File: config.mk
export PLATFORM = sky130hd
export DESIGN_NAME = lock_qual_gate
export DESIGN_NICKNAME = d
export VERILOG_FILES = /design/src/rtl/lockq_pkg.sv /design/src/rtl/lockq_sync.sv /design/src/rtl/lockq_counter.sv /design/src/rtl/lock_qual_gate.sv
export SDC_FILE = /design/constraint.sdc
export NUM_CORES = 1
export LEC_CHECK = 0
export CORE_AREA = 3 3 40 42
export CTS_CLUSTER_DIAMETER = 50
export DETAILED_ROUTE_END_ITERATION = 8
export DIE_AREA = 0 0 43 45
export PLACE_DENSITY = 0.41
export SYNTH_ARGS = -nofsm -noshare
export SYNTH_HDL_FRONTEND = slang
export SYNTH_SLANG_ARGS = --single-unit
File: constraint.sdc
create_clock -name clk -period 1.3 [get_ports clk]
set_clock_uncertainty 0.05 [all_clocks]
set_input_delay 0.39 -clock clk [delete_from_list [all_inputs] [get_ports clk]]
set_output_delay 0.39 -clock clk [all_outputs]
set_load 0.01 [all_outputs]
File: src/rtl/lockq_pkg.sv
package lockq_pkg;
  // Terminal count of a saturating counter of the given width.
  function automatic int unsigned term_count(input int unsigned width);
    return (32'd1 << width) - 32'd1;
  endfunction
endpackage

File: src/rtl/lockq_sync.sv
module lockq_sync #(
  parameter int STAGES = 2
) (
  input  logic clk,
  input  logic rst,
  input  logic din,
  output logic pre_out,   // stage before the last
  output logic sync_out   // last stage
);
  logic [STAGES-1:0] chain_q;

  generate
    for (genvar s = 0; s < STAGES; s++) begin : g_stage
      if (s == 0) begin : g_first
        always_ff @(posedge clk) begin
          if (rst) chain_q[s] <= 1'b0;
          else     chain_q[s] <= din;
        end
      end else begin : g_next
        always_ff @(posedge clk) begin
          if (rst) chain_q[s] <= 1'b0;
          else     chain_q[s] <= chain_q[s-1];
        end
      end
    end
  endgenerate

  assign pre_out  = chain_q[STAGES-2];
  assign sync_out = chain_q[STAGES-1];

  // reset empties the chain
  a_r1_sync_clear: assert property (@(posedge clk) rst |=> (chain_q == '0));
endmodule

File: src/rtl/lockq_counter.sv
module lockq_counter #(
  parameter int CNT_W = 3
) (
  input  logic             clk,
  input  logic             rst,
  input  logic             run,
  output logic [CNT_W-1:0] count,
  output logic             term
);
  import lockq_pkg::*;
  localparam logic [CNT_W-1:0] MAX_CNT = CNT_W'(term_count(CNT_W));

  logic [CNT_W-1:0] cnt_q;

  always_ff @(posedge clk) begin
    if (rst || !run)        cnt_q <= '0;
    else if (cnt_q != MAX_CNT) cnt_q <= cnt_q + 1'b1;
  end

  assign count = cnt_q;
  assign term  = (cnt_q == MAX_CNT);

  // saturates at the terminal count without wrapping
  a_r5_no_wrap: assert property (@(posedge clk) disable iff (rst)
    (term && run) |=> term);
  // any low sample clears the count
  a_r4_clear_on_drop: assert property (@(posedge clk) disable iff (rst)
    !run |=> (count == '0));
  // count advances by exactly one while running below terminal
  a_r2_step: assert property (@(posedge clk) disable iff (rst)
    (run && !term) |=> (count == $past(count) + 1'b1));
endmodule

File: src/rtl/lock_qual_gate.sv
module lock_qual_gate #(
  parameter int CNT_W       = 3,
  parameter int SYNC_STAGES = 2
) (
  input  logic clk,
  input  logic rst,
  input  logic raw_lock,
  output logic gated_lock
);
  logic             lk_pre, lk_sync;
  logic [CNT_W-1:0] run_cnt;
  logic             run_term;
  logic             gated_q;

  lockq_sync #(.STAGES(SYNC_STAGES)) u_sync (
    .clk      (clk),
    .rst      (rst),
    .din      (raw_lock),
    .pre_out  (lk_pre),
    .sync_out (lk_sync)
  );

  lockq_counter #(.CNT_W(CNT_W)) u_cnt (
    .clk   (clk),
    .rst   (rst),
    .run   (lk_sync),
    .count (run_cnt),
    .term  (run_term)
  );

  // Early stage in the AND lets a loss reach the output one stage sooner.
  always_ff @(posedge clk) begin
    if (rst) gated_q <= 1'b0;
    else     gated_q <= lk_pre & lk_sync & run_term;
  end

  assign gated_lock = gated_q;

  // reset forces the output low
  a_r1_reset_low: assert property (@(posedge clk) rst |=> !gated_lock);
  // a low value entering the synchronizer drops the output next edge
  a_r3_fast_drop: assert property (@(posedge clk) disable iff (rst)
    !lk_pre |=> !gated_lock);
  // a rise only follows a counter at its terminal value
  a_r2_rise_needs_term: assert property (@(posedge clk) disable iff (rst)
    $rose(gated_lock) |-> $past(run_term));
  // output never high while the synchronized lock was low
  a_r6_no_early: assert property (@(posedge clk) disable iff (rst)
    !lk_sync |=> !gated_lock);
endmodule

==> reports/qor.yml <==
outcome: "complete, no violations"
final_common_cell: "dfxtp_1"
vias: 136
clk_transition_reported_paths_ns: 0.04
clkPwrFrac_pct: 45.2
p_per_area_nw_per_um2: 1300
clock-sinks: 6
fin_crit_sh_pct: 95.8
detail-route-antenna-nets: 0
synth_cells: 18
arrival_ns: 0.81
via_per_inst: 3.49
postCtsSetupRepairBufs: 0
cp_max_fo: 1
p_switching_uw: 67.9
ys.warnings.count: 0
comb_power_share_pct: 3.4
areaGrowthSynthToFinish_pct: 32.7
syn_avg_cell_area_um2: 11.9
crit_buf_inv: 1
synthAdderAreaFrac_pct: 11.7
nets: 31
fin_area_um2: 284
drv_slew: 0
cts_tree: "yes"
gp_congestion: 0.607
r2r_setup_slack_ns: 0.15
fin_hold_ws_ns: 0.409
fmax_mhz: 803
worstSetupPathDepth: 1
cts_buffers: 3
rsz0062_at_grt: "false"
final_hold_viol_count: 0
yosys.area_share.simple_pct: 18.7
syn_area_um2: 214
dpl_cell_area_um2: 263
grt.overflow.total: 0
track_usage_pct: 3.91
worst_ep_required_time_ns: 0.86
place_hpwl_um: 220
min_path_type: "flop to flop"
worst_path_max_delay_cell: "dfxtp_1"
fp.dieW_um: 43
critPathKind: "flop to output port"
cts_hold_buf: 0
critPathCaptureType: "output port"
hold-path-cell-count: 1
num_rows: 13
layout_common_cells: "6 x dfxtp_1, 3 x nor2_1, 3 x clkbuf_4"
worstMarginPinSlew_ns: 0.194
drive_gt1_share_pct: 20.8
fp.dieH_um: 45
clockRootBuffer: "clkbuf_4"
antenna_cells: 0
seqPwrFrac_pct: 51.4
cp-start-kind: "flop"
synthXorXnorAreaFrac_pct: 4.09
ys_types: 9
worstSkewPairLatency_ns: 0.24
swShare_pct: 18.4
die_area_um2: 1940
cts_buffer_depth: 2
muxShareOfSynthArea_pct: 9.36
drc: 0
first_global_vias: 149
crit_family: "flip-flops"
synth_compound_area_share_pct: 0
dr.pass1.iters: 2
antenna_found_initial: 0
peakVddDrop_v: 0.000356
synth_top_family_by_area: "simple AND/OR/NAND/NOR gates"
yosysSeqAreaShare_pct: 56.1
port_buffers: 3
cts_resized: 1
setup_violations: 0
intPower_uw: 301
detail_route.wirelength_um: 288
synth_fp_nets: 23
ys_ff_latch: 6
wl_per_cell_um: 7.38
fillers: 140
coreArea_um2: 1280
slowest_delay_ns: 0.29
grt_start_max_net_pins: 5
rr_worst_depth: 4
relSlewSlack_pct: 87.0
initial_core_util_pct: 16.7
min_period_ns: 1.25
drt_iter0_drc: 3
maxCapViolCount: 0
ios: 4
grt_pass1_wl_um: 503
cp_cell_sequence: "dlygate4sd2_1"
htreeDepth: 1
finalPower_uw: 369
p_leak_uw: 0.000127
==> path summary, 6_finish.rpt <==
kind                                      from         endpoint
worst max-delay path                gated_lock       gated_lock
worst min-delay path            u_sync.pre_out  u_sync.sync_out
worst max register to register  u_cnt.count[0]   u_cnt.count[2]
worst min register to register  u_sync.pre_out  u_sync.sync_out
==> area by class of cell <==
cell class / instances / area [um2] / share of cell area (%)
timing repair buffer: 3 / 28.8 / 10.1
tap: 15 / 18.8 / 6.61
sequential: 6 / 120 / 42.3
clock buffer: 3 / 22.5 / 7.93
multi-input combinational: 12 / 93.8 / 33.0
==> logic make-up after synthesis <==
| group | Yosys count |
|---|---|
| DFF | 6 |
| muxes | 2 |
| xor gates and xnor gates | 1 |
| and+or+nand+nor | 7 |
| adders and majority gates | 2 |
==> cells in the mapped netlist, drive strengths merged <==
master  n  area share [%]
and3    1             3.5
nor2b   2             7.0
nand2b  1             2.9
ha      2              12
xor2    1             4.1
dfxtp   6              56
nor2    3             5.3
mux2i   2             9.4
==> through the flow <==
stage | setup slack (ns) | utilization [%] | instances | setup TNS [ns]
floorplan | 0.218 | - | 18 | 0
global placement | -0.0253 | 20.4 | 36 | -0.0263
detailed placement | -0.0300 | 20.4 | 36 | -0.0737
CTS | 0.0403 | 22.1 | 39 | 0
global route | 0.0179 | 22.1 | 39 | 0
finish | 0.0548 | 22.1 | 39 | 0
==> power by group through the flow <==
| stage | logic (uW) | clock network (uW) | registers, uW |
|---|---|---|---|
| global route | 13.7 | 190 | 190 |
| CTS | 12.7 | 177 | 190 |
| detailed placement | 12.7 | 0 | 193 |
| finish | 12.5 | 167 | 190 |
| floorplan | 5.11 | 0 | 193 |
| global placement | 12.3 | 0 | 193 |
==> sequential cells by signal (all words and copies together) (netlist names) <==
| register | count |
|---|---|
| u_sync.pre_out | 1 |
| gated_lock | 1 |
| u_cnt.count | 3 |
| u_sync.sync_out | 1 |
==> per-layer routing <==
metal | vias to the layer above | part of all wire (%) | wire [um] | track usage (%)
li1 | 71 | - | - | -
met1 | 61 | 48 | 137 | 3.85
met2 | 4 | 46 | 133 | 4.79
met3 | 0 | 5.9 | 17 | 2.39
met4 | 0 | 0 | 0 | 5.42
met5 | - | 0 | 0 | 0
Power figures use the tool's default switching activity.
